### src/rtl/dfr_pkg.sv
package dfr_pkg;
  typedef enum logic [1:0] {
    ST_SRCH = 2'd0,
    ST_PAY  = 2'd1,
    ST_CRC  = 2'd2,
    ST_TRL  = 2'd3
  } dfr_state_t;

  localparam logic [15:0] CRC_POLY = 16'h1021;
  localparam logic [15:0] CRC_INIT = 16'hFFFF;
  localparam int TRL_MIN = 4;
  localparam int TRL_MAX = 16;
endpackage

### src/rtl/sync_corr.sv
module sync_corr #(
  parameter int SYNC_W = 64
) (
  input  logic              clk_i,
  input  logic              rst_ni,
  input  logic              bit_i,
  input  logic              valid_i,
  input  logic              en_i,
  input  logic [SYNC_W-1:0] word_i,
  input  logic [1:0]        sel_i,
  output logic              hit_o
);
  localparam int FILL_W = $clog2(SYNC_W + 1);

  logic [SYNC_W-1:0] sh_q, sh_nxt, mask;
  logic [FILL_W-1:0] fill_q, fill_inc, need;

  always_comb begin
    case (sel_i)
      2'd0:    need = FILL_W'(SYNC_W / 2);
      2'd1:    need = FILL_W'((SYNC_W * 3) / 4);
      default: need = FILL_W'(SYNC_W);
    endcase
  end

  assign mask     = ~({SYNC_W{1'b1}} << need);
  assign sh_nxt   = {sh_q[SYNC_W-2:0], bit_i};
  assign fill_inc = (fill_q == FILL_W'(SYNC_W)) ? fill_q : fill_q + FILL_W'(1);
  assign hit_o    = en_i && valid_i && (fill_inc >= need) &&
                    (((sh_nxt ^ word_i) & mask) == '0);

  always_ff @(posedge clk_i or negedge rst_ni) begin
    if (!rst_ni) begin
      sh_q   <= '0;
      fill_q <= '0;
    end else if (!en_i) begin
      fill_q <= '0;
    end else if (valid_i) begin
      sh_q   <= sh_nxt;
      fill_q <= fill_inc;
    end
  end

  // a hit needs enough history since the search began
  p_fill_before_hit_r1: assert property (@(posedge clk_i) disable iff (!rst_ni)
    hit_o |-> (fill_q >= need - FILL_W'(1)));
endmodule

### src/rtl/crc16_ser.sv
module crc16_ser import dfr_pkg::*; (
  input  logic        clk_i,
  input  logic        rst_ni,
  input  logic        init_i,
  input  logic        step_i,
  input  logic        bit_i,
  output logic [15:0] crc_o
);
  logic fb;
  assign fb = crc_o[15] ^ bit_i;

  always_ff @(posedge clk_i or negedge rst_ni) begin
    if (!rst_ni)     crc_o <= CRC_INIT;
    else if (init_i) crc_o <= CRC_INIT;
    else if (step_i) crc_o <= {crc_o[14:0], 1'b0} ^ (fb ? CRC_POLY : 16'h0000);
  end
endmodule

### src/rtl/sync_deframer.sv
module sync_deframer import dfr_pkg::*; #(
  parameter int SYNC_W = 64,
  parameter int LEN_W  = 8,
  parameter int ADDR_W = 8
) (
  input  logic              clk_i,
  input  logic              rst_ni,
  input  logic              bit_i,
  input  logic              bit_valid_i,
  input  logic [SYNC_W-1:0] sync_word_i,
  input  logic [1:0]        sync_sel_i,
  input  logic [LEN_W-1:0]  payload_len_i,
  input  logic              crc_en_i,
  input  logic [4:0]        trailer_len_i,
  output logic              fifo_we_o,
  output logic [ADDR_W-1:0] fifo_waddr_o,
  output logic [7:0]        fifo_wdata_o,
  output logic              fifo_ptr_clr_o,
  output logic              sync_found_o,
  output logic              pkt_done_o,
  output logic              crc_err_o
);
  dfr_state_t        state;
  logic              hit;
  logic [15:0]       crc_calc, crc_rx_nxt, crc_rx_q;
  logic [2:0]        bit_cnt;
  logic [7:0]        byte_sr, byte_nxt;
  logic [LEN_W-1:0]  byte_cnt;
  logic [ADDR_W-1:0] wptr;
  logic [4:0]        aux_cnt, trl_last;
  dfr_state_t        after_pay;

  sync_corr #(.SYNC_W(SYNC_W)) u_corr (
    .clk_i   (clk_i),
    .rst_ni  (rst_ni),
    .bit_i   (bit_i),
    .valid_i (bit_valid_i),
    .en_i    (state == ST_SRCH),
    .word_i  (sync_word_i),
    .sel_i   (sync_sel_i),
    .hit_o   (hit)
  );

  crc16_ser u_crc (
    .clk_i  (clk_i),
    .rst_ni (rst_ni),
    .init_i (hit),
    .step_i (state == ST_PAY && bit_valid_i),
    .bit_i  (bit_i),
    .crc_o  (crc_calc)
  );

  always_comb begin
    if (trailer_len_i < 5'(TRL_MIN))      trl_last = 5'(TRL_MIN - 1);
    else if (trailer_len_i > 5'(TRL_MAX)) trl_last = 5'(TRL_MAX - 1);
    else                                  trl_last = trailer_len_i - 5'd1;
  end

  assign after_pay  = crc_en_i ? ST_CRC : ST_TRL;
  assign byte_nxt   = {byte_sr[6:0], bit_i};
  assign crc_rx_nxt = {crc_rx_q[14:0], bit_i};

  always_ff @(posedge clk_i or negedge rst_ni) begin
    if (!rst_ni) begin
      state          <= ST_SRCH;
      bit_cnt        <= '0;
      byte_sr        <= '0;
      byte_cnt       <= '0;
      wptr           <= '0;
      aux_cnt        <= '0;
      crc_rx_q       <= '0;
      fifo_we_o      <= 1'b0;
      fifo_waddr_o   <= '0;
      fifo_wdata_o   <= '0;
      fifo_ptr_clr_o <= 1'b0;
      sync_found_o   <= 1'b0;
      pkt_done_o     <= 1'b0;
      crc_err_o      <= 1'b0;
    end else begin
      fifo_we_o      <= 1'b0;
      fifo_ptr_clr_o <= 1'b0;
      sync_found_o   <= 1'b0;
      pkt_done_o     <= 1'b0;
      case (state)
        ST_SRCH: if (hit) begin
          state          <= (payload_len_i == '0) ? after_pay : ST_PAY;
          sync_found_o   <= 1'b1;
          fifo_ptr_clr_o <= 1'b1;
          wptr           <= '0;
          bit_cnt        <= '0;
          byte_cnt       <= '0;
          aux_cnt        <= '0;
          crc_err_o      <= 1'b0;
        end
        ST_PAY: if (bit_valid_i) begin
          byte_sr <= byte_nxt;
          bit_cnt <= bit_cnt + 3'd1;
          if (bit_cnt == 3'd7) begin
            fifo_we_o    <= 1'b1;
            fifo_wdata_o <= byte_nxt;
            fifo_waddr_o <= wptr;
            wptr         <= wptr + ADDR_W'(1);
            byte_cnt     <= byte_cnt + LEN_W'(1);
            if (byte_cnt + LEN_W'(1) == payload_len_i) state <= after_pay;
          end
        end
        ST_CRC: if (bit_valid_i) begin
          crc_rx_q <= crc_rx_nxt;
          aux_cnt  <= aux_cnt + 5'd1;
          if (aux_cnt == 5'd15) begin
            crc_err_o <= (crc_rx_nxt != crc_calc);
            aux_cnt   <= '0;
            state     <= ST_TRL;
          end
        end
        ST_TRL: if (bit_valid_i) begin
          aux_cnt <= aux_cnt + 5'd1;
          if (aux_cnt == trl_last) begin
            pkt_done_o <= 1'b1;
            aux_cnt    <= '0;
            state      <= ST_SRCH;
          end
        end
        default: state <= ST_SRCH;
      endcase
    end
  end

  p_we_from_payload_r4: assert property (@(posedge clk_i) disable iff (!rst_ni)
    fifo_we_o |-> $past(state == ST_PAY));
  p_first_addr_zero_r3: assert property (@(posedge clk_i) disable iff (!rst_ni)
    (state == ST_PAY && byte_cnt == '0) |-> (wptr == '0));
  p_no_resync_r6: assert property (@(posedge clk_i) disable iff (!rst_ni)
    sync_found_o |=> !sync_found_o);
  p_err_from_crc_r7: assert property (@(posedge clk_i) disable iff (!rst_ni)
    $rose(crc_err_o) |-> $past(state == ST_CRC));
  p_done_from_trailer_r9: assert property (@(posedge clk_i) disable iff (!rst_ni)
    pkt_done_o |-> ($past(state == ST_TRL) && state == ST_SRCH));
  p_clr_with_sync_r2: assert property (@(posedge clk_i) disable iff (!rst_ni)
    $rose(fifo_ptr_clr_o) |-> $past(state == ST_SRCH));
endmodule

### config.mk
export PLATFORM = sky130hd
export DESIGN_NAME = sync_deframer
export DESIGN_NICKNAME = d
export VERILOG_FILES = /design/src/rtl/dfr_pkg.sv /design/src/rtl/sync_corr.sv /design/src/rtl/crc16_ser.sv /design/src/rtl/sync_deframer.sv
export SDC_FILE = /design/constraint.sdc
export NUM_CORES = 1
export LEC_CHECK = 0
export BUFFER_PORTS_ARGS = -buffer_cell sky130_fd_sc_hd__buf_2
export CAP_MARGIN = 30
export CORE_MARGIN = 5
export CORE_UTILIZATION = 35
export DETAILED_ROUTE_END_ITERATION = 8
export PLACE_DENSITY = 0.54
export SYNTH_ARGS = -nofsm -noshare
export SYNTH_HDL_FRONTEND = slang
export SYNTH_SLANG_ARGS = --single-unit
### constraint.sdc
create_clock -name clk_i -period 4.4 [get_ports clk_i]
set_input_delay 0.44 -clock clk_i [delete_from_list [all_inputs] [get_ports clk_i]]
set_output_delay 0.44 -clock clk_i [all_outputs]
set_load 0.01 [all_outputs]
Word-level counts from Yosys, hierarchy flattened
Cells that the tools add are included.
{"block": "word_totals", "in_bits": 84, "regBits": 154, "memories": 0, "ram_bits": 0, "romBits": 0, "latchBits": 0, "elab_cells": 119}
{"block": "classes", "mul": 0, "div_mod_pow": 0, "add_sub_neg": 6, "muxes": 48, "n_reduce_logical": 21, "shifts": 1, "eq_ne": 19, "magnitude_cmp": 3, "n_bitwise": 5}
{"cell": "AND 64 bit", "n": 1}
{"cell": "logical NOT 64 bit", "n": 1}
{"cell": "inverter 64 bit", "n": 1}
{"cell": "left shift 64 x 7 -> 64 bit, first input constant", "n": 1}
{"cell": "XOR 64 bit", "n": 1}
{"cell": "two-way mux 8 bit", "n": 5}
{"cell": "two-way mux 5 bit", "n": 7}
{"cell": "two-way mux 16 bit", "n": 2}
{"cell": "one-hot mux 8 bit (2 select lines)", "n": 2}
{"cell": "two-way mux 7 bit", "n": 3}
{"cell": "two-way mux 2 bit", "n": 9}
{"cell": "adder 8 x 1 -> 8 bit, second input constant", "n": 2}
{"cell": "!= test 16 bit", "n": 1}
{"cell": "XOR 16 bit", "n": 1}
{"cell": "one-hot mux 5 bit (3 select lines)", "n": 1}
{"cell": "!= test 2 bit, second input constant", "n": 7}
{"cell": "one-hot mux 7 bit (2 select lines)", "n": 1}
{"cell": "two-way mux 13 bit", "n": 1}
{"cell": "two-way mux 1 bit", "n": 12}
{"cell": "AND reduction 4 bit", "n": 3}
{"cell": "equality test 8 bit", "n": 1}
{"cell": "logical NOT 8 bit", "n": 1}
{"cell": "one-hot mux 2 bit (4 select lines)", "n": 1}
{"cell": "AND reduction 8 bit", "n": 1}
{"cell": "other kinds (24)", "n": 37}

Depth between registers and ports, before layout
{"block": "depth", "word_depth": 9, "depth_mapped": 13, "ltp_nobuf": 12}

Cells and area by module
From an unflattened synthesis, not the netlist that was laid out.
{"block": "hier_totals", "hier_cells": 675, "area_unflattened_um2": 7913.8}
{"mod": "sync_deframer", "cells_per_inst": 335, "instances": 1, "area_each_um2": 3590.9}
{"mod": "sync_corr", "cells_per_inst": 284, "instances": 1, "area_each_um2": 3582.2}
{"mod": "crc16_ser", "cells_per_inst": 56, "instances": 1, "area_each_um2": 740.7}

Least setup slack after synthesis
Ideal clock, no wire load.
{"block": "synth_path", "path_type": "register -> register", "start": "register u_corr.fill_q[0]", "end": "register aux_cnt[3]", "path_stages_with_launch": 13, "path_buffers": 0, "t_arrival_ns": 2.636, "path_slack_ns": 1.668, "required_ns": 4.305, "path_cell_list": "dfrtp_1 ha_1 nand3_1 nor2_1 xor2_1 ha_1 nand4b_1 nor2_1 o2111ai_1 o311ai_4 a31oi_4 or3_4 o31ai_1"}
{"block": "synth_via", "elab_chain_len": 7, "word_cells_on_any_way": 8, "classes_between": "add/sub: 1; order compare: 1; eq/ne: 2; mux: 1; reduce/logical: 3"}
{"element": "from (decl)", "line_no": "sync_corr.sv:16", "text": "logic [FILL_W-1:0] fill_q, fill_inc, need;"}
{"element": "from (signal assigned)", "line_no": "sync_corr.sv:40", "text": "fill_q <= fill_inc;"}
{"element": "adder 7 x 1 -> 7 bit / equality test 7 bit (equally long branches)", "line_no": "sync_corr.sv:28", "text": "assign fill_inc = (fill_q == FILL_W'(SYNC_W)) ? fill_q : fill_q + FILL_W'(1);"}
{"element": "two-way mux 7 bit *", "line_no": "sync_corr.sv:28"}
{"element": "greater-or-equal comparator 7 bit *", "line_no": "sync_corr.sv:29", "text": "assign hit_o = en_i && valid_i && (fill_inc >= need) &&"}
{"element": "logical AND 1 bit * (2 in series)", "line_no": "sync_corr.sv:29"}
{"element": "!= test 2 bit (no line) *"}
{"element": "AND reduction 4 bit (no line) *"}
{"element": "to (signal assigned)", "line_no": "sync_deframer.sv:109", "text": "aux_cnt <= aux_cnt + 5'd1;"}
{"element": "to (signal assigned)", "line_no": "sync_deframer.sv:117", "text": "aux_cnt <= aux_cnt + 5'd1;"}
{"element": "to (decl)", "line_no": "sync_deframer.sv:30", "text": "logic [4:0] aux_cnt, trl_last;"}
Mark *: on every way between the ends. The rest lies on a longest branch, timed or not.
A chain may end at the register's enable or synchronous reset.

Final worst setup path
{"block": "layout_path", "start": "register u_corr.fill_q[0]", "end": "register state[1]"}
{"block": "layout_via", "elab_chain_len": 7, "word_cells_on_any_way": 8, "classes_between": "add/sub: 1; order compare: 1; eq/ne: 2; mux: 1; reduce/logical: 3"}
{"element": "adder 7 x 1 -> 7 bit / equality test 7 bit (equally long branches)", "line_no": "sync_corr.sv:28"}
{"element": "two-way mux 7 bit *", "line_no": "sync_corr.sv:28"}
{"element": "greater-or-equal comparator 7 bit *", "line_no": "sync_corr.sv:29"}
{"element": "logical AND 1 bit * (2 in series)", "line_no": "sync_corr.sv:29"}
{"element": "!= test 2 bit (no line) *"}
{"element": "AND reduction 8 bit (no line) *"}
{"element": "to (signal assigned)", "line_no": "sync_deframer.sv:86", "text": "state <= (payload_len_i == '0) ? after_pay : ST_PAY;"}
{"element": "to (signal assigned)", "line_no": "sync_deframer.sv:104", "text": "if (byte_cnt + LEN_W'(1) == payload_len_i) state <= after_pay;"}
{"element": "to (decl)", "line_no": "sync_deframer.sv:23", "text": "dfr_state_t state;"}
Marked as above.

==> qor.yml <==
sta:
  worst_pin_slew_ps: 957.0
  min_period_over_period: 0.7420
  slew_viol_final: 0
  fmax_mhz: 306.3
  finalHoldViolCount: 0
  fin_skew_ps: 17.53
  slew_headroom: 0.3605
  rsz0062_at_grt: "no"
  min_period_ps: 3265
  setup_viol: 0
  setup-tns-final_ps: 0
route:
  drt_wl_total_mm: 19.15
  post_drt_wl_per_cell_um: 15.88
  first_iter_violations: 346
  drt_first_pass_iters: 6
  wl_met3_um: 673
  postRouteAntennaNets: 0
  vias: 6042
  drcViolationCount: 0
  wl_met2_mm: 9.053
  wirelength_met1_mm: 9.257
  routed.top_layer: "met4"
  viasPerCell: 5.010
die:
  core_area_um2: 23400
  io_pins: 105
  die_h_um: 163.7
  dieArea_um2: 26800
  die_w_um: 163.7
  start_util: 0.3534
  num_rows: 56
synth:
  synthTopCellsByCount: "dfrtp_1, mux2_2, nand2_1"
  yosys_register_bits: 154
  syn_avg_cell_area_um2: 10.58
  synthDistinctLibCells: 65
  netlist_area_um2: 8270
  seq_area_frac_synth: 0.4684
  synth_edf_count: 0
  yosysWarnings: 0
  synth-main-ff-cell: "dfrtp_1"
  synth_area_leaders: "dfrtp_1, mux2_2, xor2_1, dfstp_2, nand2_1"
  synth_top_area_frac: 0.4175
  yosysMostFrequentCell: "dfrtp_1"
  yosysTopAreaCell: "dfrtp_1"
  syn_inst: 782
  syn_nets: 883
  synthArstFlopShare: 1.000
final_layout:
  fin_util: 0.4146
  area_growth_pct: 17.32
  drive_above_1_share: 0.2931
  fill_cells: 2381
  num-nets-final: 975
  instances_no_fill: 1206
  diodes: 0
clocking:
  tritoncts: "built"
  cts.clk_slew.worst_paths_ps: 70
  cts_hold_buf: 0
  cts_setup_buffers: 0
  numCtsBuffers: 17
  cts_resized: 0
  clk_path_buf_depth: 2
  cts_sinks: 154
  clock-root-buffer: "clkbuf_16"
  clock_latency_ps: 430
  htree_levels: 4
global_routing:
  grt.total_usage: 0.1475
  grt_pass1_wl_mm: 32.00
  antenna_found_initial: 0
  overflow: 0
  grt_max_degree: 80
  grt_pass1_vias: 6216
setup_path:
  cpPeakStageDelay_ps: 640
  worstPathCellList: "ha_1, nand3_1, nor2_1, xor2_1, ha_1, nand4b_1, nor2_1, o2111ai_1, o311ai_4, a31oi_4, and2b_1, o22a_1"
  worstSetupEndpointType: "flop"
  cp.required_ps: 4710
  critPathBufInv: 0
  path_max_fanout: 28
  cp_slowest_cell: "a31oi_4"
  critical_path_class: "reg2reg"
  path_delay_family: "compound AO/OA/AOI/OAI gates"
  startpoint_type: "flop"
  cp.arrival_ps: 3570
power_and_ir_drop:
  pwr_density_cell_nw_per_um2: 486.1
  p_leak_nw: 4.616
  ir_drop_uv: 375.9
run_status:
  status: "finished clean"
placed_design:
  placed_cells: 1174
  routabilityCongestion: 0.8471
  dp_hpwl_mm: 13.62
  io_buffers: 104
min_path:
  min_path_type: "in2async"
job:
  drv_cap: 0
## per-layer routing
metal	up-vias	global-route usage
li1	2984	-
met1	2943	0.2057
met2	102	0.2351
met3	13	0.03137
met4	0	0.03736
met5	-	0
## worst reg2reg max path, stage by stage (launching register included)
cell,delay (ps)
dfrtp_1,450
ha_1,290
nand3_1,130
nor2_1,160
xor2_1,170
ha_1,260
nand4b_1,180
nor2_1,70
o2111ai_1,140
o311ai_4,200
a31oi_4,640
and2b_1,280
o22a_1,190
## cells by family (layout without fill, tap and decap cells)
group / count (synthesis) / count (layout) / share of synthesized area
DFF: 154 / 154 / 0.4684
muxes: 86 / 86 / 0.1169
buffers and inverters: 67 / 172 / 0.03177
and+or+nand+nor: 247 / 247 / 0.1514
AOI/OAI and AO/OA: 108 / 108 / 0.09577
adders and majority gates: 17 / 17 / 0.02572
xor gates and xnor gates: 103 / 103 / 0.1100
## registers in the layout (all words and copies together), names as in the netlist
signal	flops
u_corr.fill_q	7
sync_found_o	1
bit_cnt	3
state	2
fifo_waddr_o	8
byte_sr	7
fifo_wdata_o	8
u_crc.crc_o	16
u_corr.sh_q	63
pkt_done_o	1
fifo_we_o	1
byte_cnt	8
crc_err_o	1
wptr	8
aux_cnt	5
crc_rx_q	15
## area by class of cell
type / count / area (µm²) / area share
Clock buffer: 17 / 425.4 / 0.04384
Sequential cell: 154 / 3874 / 0.3992
Tap cell: 319 / 399.1 / 0.04113
Clock inverter: 15 / 176.4 / 0.01818
Multi-Input combinational cell: 561 / 4136 / 0.4263
Inverter: 28 / 105.1 / 0.01083
Timing Repair Buffer: 112 / 586.8 / 0.06048
## metrics by stage
stage	total power, mW	worst slack, ps	cell area, µm²	hold slack, ps
2_1_floorplan	2.884	1668	8270	144.4
6_report	4.717	1135	9703	44.03
4_1_cts	4.785	1137	9703	80.25
5_1_grt	5.031	834.4	9703	100.0
3_3_place_gp	3.263	1224	9101	456.6
3_5_place_dp	3.284	1154	9101	457.8
## power breakdown
part | internal [mW] | switching, mW
registers | 1.72 | 0.242
clock network | 0.812 | 0.664
logic | 0.561 | 0.718
## worst paths after layout
check                      cells after the start              end              from  slack (ps)
max                                           12         state[1]  u_corr.fill_q[0]        1140
min                                            1  u_corr.sh_q[21]            rst_ni          40
max reg2reg                                   12         state[1]  u_corr.fill_q[0]        1140
min reg2reg                                    2  fifo_wdata_o[4]   fifo_wdata_o[4]         470
max in group asynchronous                      2  u_corr.sh_q[35]            rst_ni        3330
min in group clk_i                             3  fifo_wdata_o[0]             bit_i         370
## cell usage in the layout, fill, tap and decap left out, drive strengths merged, types with 3 or more instances in the layout
master	n
nor3	6
a21o	4
a21oi	14
a31oi	8
or3	6
xor2	72
nor4	25
inv	35
ha	17
dfstp	16
and3	4
a32oi	3
buf	112
nand3	46
nor2b	5
dfrtp	138
nand2b	6
o22ai	4
a22o	4
xnor2	31
o21ai	33
clkinv	5
o41ai	4
o211ai	6
o221ai	6
nand4	27
nor2	29
o31ai	7
mux2	85
nor3b	3
nand2	81
clkbuf	17
Note: power is estimated with default switching activity, not from simulation.
